File: src/rtl/mdio_bridge_pkg.sv
package mdio_bridge_pkg;

  // Mode field carried in PHY-address bits 4:3
  typedef enum logic [1:0] {
    MODE_BYPASS = 2'd0,
    MODE_RSVD   = 2'd1,
    MODE_REG    = 2'd2,
    MODE_PAGE   = 2'd3
  } accMode_e;

  localparam logic [1:0] OP_WRITE = 2'b01;
  localparam logic [1:0] OP_READ  = 2'b10;

  // Control-to-datapath strobes; field values are held from the header on
  typedef struct packed {
    logic        hdrValid;
    logic [1:0]  op;
    logic [4:0]  phy;
    logic [4:0]  regNum;
    logic        txLoad;
    logic        txShift;
    logic        txRelease;
    logic        wrValid;
    logic [15:0] wrData;
  } ctrlStrobe_t;

endpackage

File: src/rtl/mdio_bridge_sync.sv
module mdio_bridge_sync #(
  parameter int STAGES = 2,
  parameter int WIDTH = 2,
  parameter logic [WIDTH-1:0] RESET_VAL = '0
) (
  input  logic             clk,
  input  logic             rstN,
  input  logic [WIDTH-1:0] d,
  output logic [WIDTH-1:0] q
);

  logic [WIDTH-1:0] pipe [STAGES];

  for (genvar s = 0; s < STAGES; s++) begin : g_stage
    if (s == 0) begin : g_first
      always_ff @(posedge clk or negedge rstN) begin
        if (!rstN) pipe[s] <= RESET_VAL;
        else       pipe[s] <= d;
      end
    end else begin : g_next
      always_ff @(posedge clk or negedge rstN) begin
        if (!rstN) pipe[s] <= RESET_VAL;
        else       pipe[s] <= pipe[s-1];
      end
    end
  end

  assign q = pipe[STAGES-1];

endmodule

File: src/rtl/mdio_bridge_ctrl.sv
module mdio_bridge_ctrl
  import mdio_bridge_pkg::*;
(
  input  logic        clk,
  input  logic        rstN,
  input  logic        mdcS,
  input  logic        mdioS,
  output ctrlStrobe_t stb
);

  localparam int HDR_BITS  = 12;
  localparam int DATA_BITS = 16;
  localparam int CNT_W     = $clog2(DATA_BITS + 1);

  typedef enum logic [2:0] {S_IDLE, S_START, S_HDR, S_TA, S_DATA} frameState_e;

  frameState_e          state;
  logic [CNT_W-1:0]     bitCnt;
  logic [HDR_BITS-2:0]  hdrSh;
  logic [DATA_BITS-2:0] dataSh;
  logic [HDR_BITS-1:0]  hdrFull;
  logic                 mdcQ;
  logic                 mdcRise;
  logic                 answer;
  logic [1:0]           opQ;
  logic [4:0]           phyQ;
  logic [4:0]           regQ;
  logic [15:0]          wrDataQ;
  logic                 hdrP, loadP, shiftP, relP, wrP;

  assign mdcRise = mdcS & ~mdcQ;
  assign hdrFull = {hdrSh, mdioS};

  always_ff @(posedge clk or negedge rstN) begin
    if (!rstN) begin
      state   <= S_IDLE;
      bitCnt  <= '0;
      hdrSh   <= '0;
      dataSh  <= '0;
      mdcQ    <= 1'b0;
      answer  <= 1'b0;
      opQ     <= '0;
      phyQ    <= '0;
      regQ    <= '0;
      wrDataQ <= '0;
      hdrP    <= 1'b0;
      loadP   <= 1'b0;
      shiftP  <= 1'b0;
      relP    <= 1'b0;
      wrP     <= 1'b0;
    end else begin
      mdcQ   <= mdcS;
      hdrP   <= 1'b0;
      loadP  <= 1'b0;
      shiftP <= 1'b0;
      relP   <= 1'b0;
      wrP    <= 1'b0;
      if (mdcRise) begin
        case (state)
          S_IDLE: begin
            if (!mdioS) state <= S_START;
          end
          S_START: begin
            bitCnt <= '0;
            state  <= mdioS ? S_HDR : S_IDLE;
          end
          S_HDR: begin
            hdrSh  <= hdrFull[HDR_BITS-2:0];
            bitCnt <= bitCnt + 1'b1;
            if (bitCnt == CNT_W'(HDR_BITS - 1)) begin
              opQ    <= hdrFull[11:10];
              phyQ   <= hdrFull[9:5];
              regQ   <= hdrFull[4:0];
              answer <= (hdrFull[11:10] == OP_READ) &&
                        (accMode_e'(hdrFull[9:8]) == MODE_REG);
              hdrP   <= 1'b1;
              bitCnt <= '0;
              state  <= S_TA;
            end
          end
          S_TA: begin
            bitCnt <= bitCnt + 1'b1;
            if (bitCnt == '0) begin
              loadP <= answer;
            end else begin
              shiftP <= answer;
              bitCnt <= '0;
              state  <= S_DATA;
            end
          end
          S_DATA: begin
            dataSh <= {dataSh[DATA_BITS-3:0], mdioS};
            bitCnt <= bitCnt + 1'b1;
            if (bitCnt == CNT_W'(DATA_BITS - 1)) begin
              relP  <= answer;
              state <= S_IDLE;
              if (opQ == OP_WRITE) begin
                wrP     <= 1'b1;
                wrDataQ <= {dataSh, mdioS};
              end
            end else begin
              shiftP <= answer;
            end
          end
          default: state <= S_IDLE;
        endcase
      end
    end
  end

  always_comb begin
    stb.hdrValid  = hdrP;
    stb.op        = opQ;
    stb.phy       = phyQ;
    stb.regNum    = regQ;
    stb.txLoad    = loadP;
    stb.txShift   = shiftP;
    stb.txRelease = relP;
    stb.wrValid   = wrP;
    stb.wrData    = wrDataQ;
  end

endmodule

File: src/rtl/mdio_bridge_dpath.sv
module mdio_bridge_dpath
  import mdio_bridge_pkg::*;
#(
  parameter int PAGE_W = 10
) (
  input  logic              clk,
  input  logic              rstN,
  input  ctrlStrobe_t       stb,
  output logic              busReq,
  output logic              busWe,
  output logic [PAGE_W+8:0] busAddr,
  output logic [31:0]       busWdata,
  input  logic              busAck,
  input  logic [31:0]       busRdata,
  output logic              mdioOut,
  output logic              mdioOe
);

  localparam int IDX_W  = PAGE_W + 7;
  localparam int ADDR_W = PAGE_W + 9;

  logic [PAGE_W-1:0] pageQ;
  logic [15:0]       hiHold;
  accMode_e          curMode;
  logic              curHalf;
  logic [IDX_W-1:0]  curIdx;
  logic [IDX_W-1:0]  newIdx;
  logic [IDX_W-1:0]  busIdx;
  logic [31:0]       rdWord;
  logic [IDX_W-1:0]  rdIdx;
  logic              rdValid;
  logic [16:0]       txReg;
  logic              fetchNeeded;

  assign newIdx  = {pageQ, stb.phy[2:0], stb.regNum[4:1]};
  assign busIdx  = busAddr[ADDR_W-1:2];
  assign mdioOut = txReg[16];

  // Low half always refetches; high half only when no matching word is held
  assign fetchNeeded = (stb.op == OP_READ) &&
                       (accMode_e'(stb.phy[4:3]) == MODE_REG) &&
                       (!stb.regNum[0] || !rdValid || (rdIdx != newIdx));

  always_ff @(posedge clk or negedge rstN) begin
    if (!rstN) begin
      pageQ    <= '0;
      hiHold   <= '0;
      curMode  <= MODE_BYPASS;
      curHalf  <= 1'b0;
      curIdx   <= '0;
      rdWord   <= '0;
      rdIdx    <= '0;
      rdValid  <= 1'b0;
      busReq   <= 1'b0;
      busWe    <= 1'b0;
      busAddr  <= '0;
      busWdata <= '0;
      txReg    <= '1;
      mdioOe   <= 1'b0;
    end else begin
      if (busReq && busAck) begin
        busReq <= 1'b0;
        if (!busWe) begin
          rdWord  <= busRdata;
          rdIdx   <= busIdx;
          rdValid <= 1'b1;
        end
      end

      if (stb.hdrValid) begin
        curMode <= accMode_e'(stb.phy[4:3]);
        curHalf <= stb.regNum[0];
        curIdx  <= newIdx;
        if (fetchNeeded) begin
          busReq  <= 1'b1;
          busWe   <= 1'b0;
          busAddr <= {newIdx, 2'b00};
        end
      end

      if (stb.wrValid) begin
        case (curMode)
          MODE_PAGE: pageQ <= stb.wrData[PAGE_W-1:0];
          MODE_REG: begin
            if (curHalf) begin
              hiHold <= stb.wrData;
            end else begin
              busReq   <= 1'b1;
              busWe    <= 1'b1;
              busAddr  <= {curIdx, 2'b00};
              busWdata <= {hiHold, stb.wrData};
              rdValid  <= 1'b0;
            end
          end
          default: ;
        endcase
      end

      if (stb.txLoad) begin
        txReg  <= {1'b0, curHalf ? rdWord[31:16] : rdWord[15:0]};
        mdioOe <= 1'b1;
      end else if (stb.txShift) begin
        txReg <= {txReg[15:0], 1'b1};
      end
      if (stb.txRelease) mdioOe <= 1'b0;
    end
  end

endmodule

File: src/rtl/mdio_bridge.sv
module mdio_bridge
  import mdio_bridge_pkg::*;
#(
  parameter int PAGE_W = 10,
  parameter int SYNC_STAGES = 2
) (
  input  logic              clk,
  input  logic              rstN,
  input  logic              mdc,
  input  logic              mdioIn,
  output logic              mdioOut,
  output logic              mdioOe,
  output logic              busReq,
  output logic              busWe,
  output logic [PAGE_W+8:0] busAddr,
  output logic [31:0]       busWdata,
  input  logic              busAck,
  input  logic [31:0]       busRdata
);

  logic [1:0]  syncQ;
  ctrlStrobe_t stb;

  mdio_bridge_sync #(
    .STAGES(SYNC_STAGES),
    .WIDTH(2),
    .RESET_VAL(2'b01)
  ) u_sync (
    .clk (clk),
    .rstN(rstN),
    .d   ({mdc, mdioIn}),
    .q   (syncQ)
  );

  mdio_bridge_ctrl u_ctrl (
    .clk  (clk),
    .rstN (rstN),
    .mdcS (syncQ[1]),
    .mdioS(syncQ[0]),
    .stb  (stb)
  );

  mdio_bridge_dpath #(.PAGE_W(PAGE_W)) u_dpath (
    .clk     (clk),
    .rstN    (rstN),
    .stb     (stb),
    .busReq  (busReq),
    .busWe   (busWe),
    .busAddr (busAddr),
    .busWdata(busWdata),
    .busAck  (busAck),
    .busRdata(busRdata),
    .mdioOut (mdioOut),
    .mdioOe  (mdioOe)
  );

endmodule

File: config.mk
export PLATFORM = sky130hd
export DESIGN_NAME = mdio_bridge
export DESIGN_NICKNAME = d
export VERILOG_FILES = /design/src/rtl/mdio_bridge_pkg.sv /design/src/rtl/mdio_bridge_sync.sv /design/src/rtl/mdio_bridge_ctrl.sv /design/src/rtl/mdio_bridge_dpath.sv /design/src/rtl/mdio_bridge.sv
export SDC_FILE = /design/constraint.sdc
export NUM_CORES = 1
export LEC_CHECK = 0
export BUFFER_PORTS_ARGS = -buffer_cell sky130_fd_sc_hd__buf_4
export CAP_MARGIN = 10
export CORE_MARGIN = 4
export CORE_UTILIZATION = 55
export DETAILED_ROUTE_END_ITERATION = 7
export PLACE_DENSITY_LB_ADDON = 0.2
export SYNTH_ARGS = -nofsm -noshare
export SYNTH_HDL_FRONTEND = slang
export SYNTH_SLANG_ARGS = --single-unit
File: constraint.sdc
create_clock -name clk -period 5.85 [get_ports clk]
set_input_delay 0.585 -clock clk [delete_from_list [all_inputs] [get_ports clk]]
set_output_delay 0.585 -clock clk [all_outputs]
set_load 0.01 [all_outputs]
==> flow_metrics.tcl, run 1 <==
set metrics [dict create \
    status "complete, no violations" \
    die_w_um 141 \
    post-route-drc-count 0 \
    cts_setup_buffers 0 \
    mostFrequentLayoutCells "dfrtp_1 (221), mux2_2 (138), nand2_1 (106), buf_4 (97), clkbuf_16 (25)" \
    fin_skew_ns 0.00809 \
    end_kind "register" \
    crit_slowest_cell "dfrtp_1" \
    n_fill_cell 1247 \
    crit_arrival_ns 2.96 \
    crit_path_max_fanout 20 \
    clock_sink_count 240 \
    yosysSeqAreaShare_pct 62.2 \
    reg2reg_depth 2 \
    place_area_um2 10600 \
    utilization_pct 66.0 \
    die_h_um 141 \
    crit_type "reg -> reg" \
    ir_drop_mv 0.198 \
    hold_viol_final 0 \
    worst_slew_pin_slew_ns 1.15 \
    num_rows 48 \
    cts_hold_buf 0 \
    cp-startpoint "u_dpath.curHalf$_DFFE_PN0P_" \
    rr_endpoint "u_dpath.hiHold[3]$_DFFE_PN0P_" \
    ctsHtreeMaxLevel 1 \
    post_cts_resized 0 \
    path_cells "nand2_1 > mux2_2" \
    overflow 0 \
    powerDensity_nw_per_um2 316 \
    drtIter0Drc 366 \
    vias 5880 \
    min_path_type "in -> async" \
    finalMaxSlewViolations 0 \
    core_area_um2 17300 \
    grt_pass1_vias 6271 \
    portBuffers 91 \
    synthDistinctLibCells 48 \
    fin_hold_ws_ns 0.102 \
    cts-buffers-inserted 25 \
    syn_to_final_growth_pct 17.8 \
    multi_input_area_um2 3460 \
    antenna_found_initial 0 \
    nNetsFinal 855 \
    rsz0062_at_grt "false" \
    synth_ff_type "dfrtp_1" \
    finalInstanceArea_um2 11400 \
    synthCells 727 \
    power.internal_mw 2.83 \
    power_frac_comb_pct 5.7 \
    clk_path_buf_depth 3 \
    wl_mm 18.8 \
    period_needed_ns 2.58 \
    switching_power_mw 0.779 \
    wire_per_inst_um 17.8 \
    clockRootBuffer "clkbuf_16" \
    gp_congestion 0.792 \
    synth_edf_count 0 \
    yosys_register_bits 240 \
    drtPass1Iterations 4 \
    dp_cells 1013 \
    fin_cells 1057 \
    final.setup.tns_ns 0 \
    setup_viol 0 \
    critical_path.top_delay_family "flip-flops" \
    die_area_um2 19800 \
    hpwl_mm 12.6 \
    grt_use_total_pct 19.5 \
    r2r_slack_ns 3.27 \
    leakagePower_nw 5.84 \
    antenna_cells 0 \
    slew_headroom_pct 23.1 \
    clock.fmax_ghz 0.388 \
    critPathMaxStageDelay_ns 1.10 \
    fin_crit_sh_pct 44.1 \
    syn-num-nets 767 \
    antenna_left 0 \
    ys_async_sr_fraction_pct 100 \
    grt_pass1_wl_mm 32.1 \
    pwr-share-seq_pct 49.5 \
    swShare_pct 21.6 \
    num_io_pins 92 \
    start_kind "register" \
    layout-drive-gt1-share_pct 36.7 \
    crit_buf_inv 0 \
    yosys_warnings 0 \
    cts_tree "built" \
    syn_area_um2 9690 \
    initial_core_util_pct 56.0 \
    layout_commonest_cell "dfrtp_1" \
    regArea_um2 6030 \
    timing.rr.start "u_dpath.curHalf$_DFFE_PN0P_" \
    clkTransAtPathRegs_ns 0.06 \
    max_cap_viol_count 0 \
    clk_latency_ns 0.51 \
    viasPerCell 5.56 \
    pwr-share-clk_pct 44.9 \
    grt_max_degree 122 \
    required_ns 6.23 \
    syn_avg_cell_area_um2 13.3 \
]
## cell families after synthesis
kind of cell,count (synthesis),share of synthesized area [%]
AND/OR/NAND/NOR,181,9.17
multiplexers,166,19.1
buffers and inverters,46,2.14
adder cells (fa/ha/maj),3,0.387
AO/OA/AOI/OAI,74,5.46
XOR/XNOR,17,1.54
flip-flops,240,62.2
## power by group through the flow
stage	clock, mW	sequential [mW]	combinational [mW]
after global placement	0	1.80	0.193
after global routing	1.73	1.79	0.233
after CTS	1.65	1.78	0.209
after floorplan	0	1.78	0.144
final	1.62	1.78	0.204
after detailed placement	0	1.81	0.208
## per-layer routing
layer | vias up | routed length [µm] | track usage [%]
li1 | 2718 | - | -
met1 | 3017 | 8110 | 26.9
met2 | 116 | 9510 | 33.2
met3 | 29 | 834 | 3.15
met4 | 0 | 352 | 4.18
met5 | - | 0 | 0
## cells in the mapped netlist (2+ instances only)
cell      count  area share [%]
nand2_1     106             4.1
ha_1          3            0.39
mux2_1       11             1.3
and2_1       20             1.3
nor2_1        8            0.31
xor2_1       16             1.4
mux2_2      138              16
buf_2         7            0.36
buf_1         5            0.19
nand3_1       3            0.15
a21o_1        2            0.15
clkbuf_1     21            0.81
nor4_1        5            0.32
a221o_1      17             1.8
a21oi_1      20             1.0
nand4_1       3            0.19
inv_1         9            0.35
buf_6         3            0.35
nor4bb_1      2            0.21
dfstp_2      19             5.2
nor2b_1      16             1.0
o31ai_1       4            0.31
a211oi_1     15             1.2
dfrtp_1     221              57
nor4b_1       2            0.18
mux2i_1      17             1.8
o21ai_0       9            0.46
nand2b_1      2            0.13
nor3_1        4            0.21
## worst max-delay path by stage
| stage | cells after the start | endpoint |
|---|---|---|
| 6_report | 2 | u_dpath.hiHold[3]$_DFFE_PN0P_ |
| 5_1_grt | 6 | u_dpath.busAddr[2]$_DFF_PN0_ |
| 4_1_cts | 2 | u_dpath.hiHold[0]$_DFFE_PN0P_ |
| 3_5_place_dp | 2 | u_dpath.hiHold[1]$_DFFE_PN0P_ |
| 3_3_place_gp | 2 | u_dpath.hiHold[4]$_DFFE_PN0P_ |
| 2_1_floorplan | 6 | u_ctrl.state[2]$_DFFE_PN0P_ |
## metrics by stage
stage	total power, mW	setup WS (ns)
after CTS	3.65	3.17
after detailed placement	2.02	3.20
final	3.61	3.27
after global placement	2.00	3.35
after floorplan	1.93	3.95
after global routing	3.76	3.04
## flip-flops by register name (all words and copies together), names as in the netlist, 2 cells and up
register and cells:
u_ctrl.bitCnt 5, u_ctrl.dataSh 15, u_ctrl.hdrSh 11, u_ctrl.opQ 2, u_ctrl.phyQ 5, u_ctrl.regQ 5, u_ctrl.state 3, u_ctrl.wrDataQ 16
u_dpath.busAddr 19, u_dpath.busWdata 32, u_dpath.curIdx 17, u_dpath.curMode 2, u_dpath.hiHold 16, u_dpath.pageQ 10, u_dpath.rdIdx 17, u_dpath.rdWord 32
u_dpath.txReg 17, u_sync.pipe 2, u_sync.q 2
## area by class of cell
cell class	instances	share of cell area, %
Clock buffer	38	6.87
Clock inverter	6	0.723
Inverter	9	0.296
Multi-Input combinational cell	441	30.3
Sequential cell	240	52.8
Tap cell	225	2.47
Timing Repair Buffer	98	6.51
No activity file was read; power rests on OpenSTA's default activity.
==> run 2, diff against run 1 <==
--- a/config.mk
+++ b/config.mk
@@ -8,7 +8,7 @@
 export BUFFER_PORTS_ARGS = -buffer_cell sky130_fd_sc_hd__buf_4
 export CAP_MARGIN = 10
 export CORE_MARGIN = 4
-export CORE_UTILIZATION = 55
+export CORE_UTILIZATION = 53
 export DETAILED_ROUTE_END_ITERATION = 7
 export PLACE_DENSITY_LB_ADDON = 0.2
 export SYNTH_ARGS = -nofsm -noshare
==> constraint.sdc (replaced) <==
create_clock -name clk -period 2.35 [get_ports clk]
set_input_delay 0.235 -clock clk [delete_from_list [all_inputs] [get_ports clk]]
set_output_delay 0.235 -clock clk [all_outputs]
set_load 0.01 [all_outputs]
==> flow_metrics.tcl, run 2 (same netlist as run 1, synthesis figures left out) <==
set metrics [dict create \
    worst_slew_pin_slew_ns 0.981 \
    fin_crit_sh_pct 93.2 \
    ctsHtreeMaxLevel 1 \
    cts-buffers-inserted 25 \
    met3_length_um 813 \
    grt_pass1_vias 6449 \
    finalInstanceArea_um2 11900 \
    die_w_um 143 \
    nNetsFinal 911 \
    grt_pass1_wl_mm 32.3 \
    highest_layer "met4" \
    wire_per_inst_um 17.5 \
    place_area_um2 10700 \
    syn_to_final_growth_pct 23.2 \
    layout-drive-gt1-share_pct 36.6 \
    dr_wl_met2_mm 9.89 \
    die_area_um2 20500 \
    period_needed_ns 2.19 \
    overflow 0 \
    critPathMaxStageDelay_ns 0.72 \
    viasPerCell 5.38 \
    clk_path_buf_depth 3 \
    worst_path_most_repeated_cell "ha_1" \
    hpwl_mm 13.0 \
    initial_core_util_pct 53.9 \
    rsz0062_at_grt "false" \
    grt_max_degree 71 \
    r2r_slack_ns 0.16 \
    layout_commonest_cell "dfrtp_1" \
    cts_setup_buffers 0 \
    hold_viol_final 0 \
    leakagePower_nw 6.08 \
    max_cap_viol_count 0 \
    path_cells "ha_1 > and3_1 > ha_1 > a2111oi_1 > o21ai_0 > o31ai_1" \
    reg_top3 "u_dpath.busWdata: 32 flops, u_dpath.rdWord: 32 flops, u_dpath.busAddr: 19 flops" \
    num_rows 49 \
    crit_slowest_cell "a2111oi_1" \
    portBuffers 91 \
    end_kind "register" \
    required_ns 2.75 \
    die_h_um 143 \
    start_kind "register" \
    final.setup.tns_ns 0 \
    crit_arrival_ns 2.59 \
    antenna_left 0 \
    worst_slack_ns 0.159 \
    cts_tree "built" \
    finalMaxSlewViolations 0 \
    core_area_um2 18000 \
    clock.fmax_ghz 0.456 \
    clock_sink_count 240 \
    crit_type "reg -> reg" \
    fin_skew_ns 0.0147 \
    setup_viol 0 \
    wl_met1_mm 8.56 \
    wl_mm 19.5 \
    antenna_cells 0 \
    crit_path_max_fanout 5 \
    drtIter0Drc 229 \
    ir_drop_mv 0.540 \
    drtPass1Iterations 4 \
    utilization_pct 66.5 \
    slew_headroom_pct 34.6 \
    status "complete, no violations" \
    place_ws_ns 0.0656 \
    powerDensity_nw_per_um2 756 \
    mostFrequentLayoutCells "dfrtp_1 (221), mux2_2 (138), buf_4 (115), nand2_1 (106), dlygate4sd3_1 (36)" \
    grt_use_total_pct 19.4 \
    clk_latency_ns 0.51 \
    clkTransAtPathRegs_ns 0.06 \
    gp_congestion 0.767 \
    clockRootBuffer "clkbuf_16" \
    min_path_type "in -> async" \
    vias 6013 \
    antenna_found_initial 0 \
    post-route-drc-count 0 \
    num_io_pins 92 \
]
run 2: cell count changes in the layout (fill, tap and decap cells not counted), sizes merged:
cell,change
dlygate4sd3,+36
buf,+20
clkbuf,-5
clkinv,+3
clkinvlp,+2
bufinv,+1
run 2: per-layer routing:
metal	vias up	global-route usage, %
li1	2833	-
met1	3036	25.9
met2	122	33.6
met4	0	4.86
met5	-	0
met3	22	3.18
run 2: layout make-up:
| class | count | area (µm²) |
|---|---|---|
| Timing Repair Buffer | 154 | 1280 |
| Clock inverter | 12 | 143 |
| Clock buffer | 33 | 706 |
| Sequential cell | 240 | 6030 |
| Inverter | 9 | 33.8 |
| Multi-Input combinational cell | 441 | 3460 |
| Tap cell | 229 | 287 |
| Fill cell | 1248 | 6020 |
run 2: where the power goes:
group | internal (mW) | switching, mW | leakage (nW)
clock | 2.44 | 1.55 | 0.414
combinational | 0.295 | 0.289 | 2.46
sequential | 4.29 | 0.160 | 3.21
total | 7.02 | 2.00 | 6.08
run 2: path summary, 6_finish.rpt:
kind | start | endpoint | cells after the start
max in group asynchronous | rstN | u_dpath.busWdata[16]$_DFFE_PN0P_ | 3
hold / removal | rstN | u_dpath.busAddr[3]$_DFF_PN0_ | 2
setup reg to reg | u_ctrl.bitCnt[0]$_DFFE_PN0P_ | u_ctrl.state[2]$_DFFE_PN0P_ | 6
setup / recovery | u_ctrl.bitCnt[0]$_DFFE_PN0P_ | u_ctrl.state[2]$_DFFE_PN0P_ | 6
hold reg to reg | u_sync.pipe[3]$_DFF_PN0_ | u_sync.q[1]$_DFF_PN0_ | 0
min in group clk | u_sync.pipe[3]$_DFF_PN0_ | u_sync.q[1]$_DFF_PN0_ | 0
run 2: timing repair:
item / CTS / global route
endpoints found under the hold margin: 95 / 0
endpoints found under the setup margin: 0 / 1
hold buffers: 36 / 0
resized for setup: 0 / 1
run 2: worst max-delay path: cells and delay by family, from the launching register on:
kind                     cells  cell delay (ns)
AND/OR/NAND/NOR              1             0.19
adder cells (fa/ha/maj)      2             0.50
AO/OA/AOI/OAI                3             0.97
flip-flops                   1             0.43
run 2: through the flow:
stage | hold WS (ns) | power (mW) | std cells
after floorplan | -0.0606 | 4.80 | 727
after global placement | 0.228 | 4.99 | 1037
after detailed placement | 0.237 | 5.05 | 1037
after CTS | 0.302 | 9.12 | 1118
after global routing | 0.346 | 9.40 | 1118
final | 0.297 | 9.02 | 1118
==> run 3, diff against run 2 <==
--- a/config.mk
+++ b/config.mk
@@ -8,9 +8,9 @@
 export BUFFER_PORTS_ARGS = -buffer_cell sky130_fd_sc_hd__buf_4
 export CAP_MARGIN = 10
 export CORE_MARGIN = 4
-export CORE_UTILIZATION = 53
+export CORE_UTILIZATION = 55
 export DETAILED_ROUTE_END_ITERATION = 7
-export PLACE_DENSITY_LB_ADDON = 0.2
+export PLACE_DENSITY = 0.75
 export SYNTH_ARGS = -nofsm -noshare
 export SYNTH_HDL_FRONTEND = slang
 export SYNTH_SLANG_ARGS = --single-unit
==> constraint.sdc (replaced) <==
create_clock -name clk -period 2.6 [get_ports clk]
set_input_delay 0.26 -clock clk [delete_from_list [all_inputs] [get_ports clk]]
set_output_delay 0.26 -clock clk [all_outputs]
set_load 0.01 [all_outputs]
==> flow_metrics.tcl, run 3 (same netlist as run 1, synthesis figures left out) <==
set metrics [dict create \
    layout_commonest_cell "dfrtp_1" \
    ctsHtreeMaxLevel 1 \
    grt_pass1_wl_mm 33.1 \
    status "complete, no violations" \
    dp_cells 1025 \
    antenna_left 0 \
    fin_crit_sh_pct 87.7 \
    clock_sink_count 240 \
    core_area_um2 17300 \
    place_ws_ns 0.349 \
    layout-drive-gt1-share_pct 36.1 \
    worst_slack_ns 0.321 \
    finalMaxSlewViolations 0 \
    rsz0062_at_grt "false" \
    post-route-drc-count 0 \
    period_needed_ns 2.28 \
    setup_viol 0 \
    clock.fmax_ghz 0.439 \
    worst_slew_pin_slew_ns 0.930 \
    worstHoldStart "busRdata[10]" \
    cts-buffers-inserted 24 \
    die_h_um 141 \
    clk_latency_ns 0.51 \
    fin_hold_ws_ns 0.00732 \
    max_cap_viol_count 0 \
    num_io_pins 92 \
    rr_endpoint "u_ctrl.state[2]$_DFFE_PN0P_" \
    initial_core_util_pct 56.0 \
    clkTransAtPathRegs_ns 0.06 \
    cts_tree "built" \
    start_kind "register" \
    clk_path_buf_depth 3 \
    end_kind "register" \
    r2r_slack_ns 0.32 \
    min_path_type "in -> reg" \
    crit_slowest_cell "a2111oi_0" \
    mostFrequentLayoutCells "dfrtp_1 (221), mux2_2 (138), buf_4 (107), nand2_1 (106), dlygate4sd3_1 (35)" \
    switching_power_mw 1.79 \
    worst_path_most_repeated_cell "ha_1" \
    hpwl_mm 12.9 \
    die_w_um 141 \
    grt_pass1_vias 6468 \
    slew_headroom_pct 38.0 \
    syn_to_final_growth_pct 22.0 \
    vias 6023 \
    portBuffers 91 \
    wire_per_inst_um 18.0 \
    grt_max_degree 68 \
    critPathMaxStageDelay_ns 0.81 \
    place_area_um2 10700 \
    pwr-share-seq_pct 50.6 \
    power.internal_mw 6.17 \
    drtIter0Drc 305 \
    wl_mm 19.9 \
    power_mw 7.95 \
    reg_top3 "u_dpath.busWdata: 32 flops, u_dpath.rdWord: 32 flops, u_dpath.busAddr: 19 flops" \
    required_ns 3.01 \
    utilization_pct 68.3 \
    viasPerCell 5.46 \
    hold-path-endpoint "u_dpath.rdWord[10]$_DFFE_PN0P_" \
    crit_path_max_fanout 5 \
    power_frac_comb_pct 6.4 \
    path_cells "ha_1 > and3_1 > ha_1 > a2111oi_0 > o21ai_0 > o31ai_1" \
    crit_arrival_ns 2.69 \
    grt_use_total_pct 20.3 \
    timing.rr.start "u_ctrl.bitCnt[0]$_DFFE_PN0P_" \
    powerDensity_nw_per_um2 673 \
    ir_drop_mv 0.482 \
    reg2reg_depth 6 \
    final.setup.tns_ns 0 \
    pwr-share-clk_pct 43.0 \
    finalInstanceArea_um2 11800 \
    num_rows 48 \
    nNetsFinal 901 \
    clockRootBuffer "clkbuf_16" \
    swShare_pct 22.5 \
    leakagePower_nw 6.03 \
    fin_skew_ns 0.00991 \
    die_area_um2 19800 \
    overflow 0 \
    whs_path_depth 2 \
    antenna_cells 0 \
    gp_congestion 0.799 \
    antenna_found_initial 0 \
    hold_viol_final 0 \
    crit_type "reg -> reg" \
    fin_cells 1104 \
    drtPass1Iterations 6 \
]
==> run 3: changes by cell type in the layout (fill, tap and decap cells not counted), moves of 2 or more <==
cell | previous run | this run
clkinvlp_4 | 3 | 1
buf_4 | 115 | 107
bufinv_16 | 3 | 1
clkinv_2 | 6 | 8
==> run 3: worst max-delay path by stage <==
| stage | endpoint | cells past startpoint | start |
|---|---|---|---|
| 2_1_floorplan | u_ctrl.state[2]$_DFFE_PN0P_ | 6 | u_ctrl.bitCnt[0]$_DFFE_PN0P_ |
| 3_5_place_dp | u_ctrl.state[2]$_DFFE_PN0P_ | 6 | u_ctrl.bitCnt[0]$_DFFE_PN0P_ |
| 5_1_grt | u_ctrl.state[2]$_DFFE_PN0P_ | 6 | u_ctrl.bitCnt[0]$_DFFE_PN0P_ |
| 3_3_place_gp | u_dpath.busAddr[18]$_DFF_PN0_ | 5 | u_ctrl.regQ[4]$_DFFE_PN0P_ |
| 4_1_cts | u_ctrl.state[2]$_DFFE_PN0P_ | 6 | u_ctrl.bitCnt[0]$_DFFE_PN0P_ |
| 6_report | u_ctrl.state[2]$_DFFE_PN0P_ | 6 | u_ctrl.bitCnt[0]$_DFFE_PN0P_ |
==> run 3: critical path: cells and delay by family (launching register included) <==
kind	cells	cell delay [ns]
flip-flops	1	0.42
adder cells (fa/ha/maj)	2	0.49
AND/OR/NAND/NOR	1	0.20
AO/OA/AOI/OAI	3	1.08
==> run 3: area by class of cell <==
class | count | area [µm²]
tap | 225 | 282
sequential | 240 | 6030
timing repair buffer | 145 | 1210
fill | 1163 | 5480
inverter | 9 | 33.8
clock inverter | 11 | 86.3
multi-input combinational | 441 | 3460
clock buffer | 33 | 716
==> run 3: power by group through the flow <==
stage	clock [mW]	combinational (mW)	sequential [mW]
after global routing	3.66	0.576	4.04
after CTS	3.49	0.516	4.02
after floorplan	0	0.323	4.01
final	3.42	0.508	4.02
after detailed placement	0	0.470	4.09
after global placement	0	0.444	4.07
==> run 3: metal layers <==
layer / vias to the layer above / track usage, % / wire length, µm
met4: 0 / 5.86 / 396
li1: 2808 / - / -
met5: - / 0 / 0
met3: 26 / 2.68 / 790
met2: 121 / 34.1 / 9840
met1: 3068 / 28.2 / 8890
==> run 3: repair_timing <==
item                                    4_1_cts  5_1_grt
setup buffers                                 0        0
hold endpoints to repair                     91        0
resized for setup                             0        0
endpoints found under the setup margin        0        0
hold buffers                                 35        0
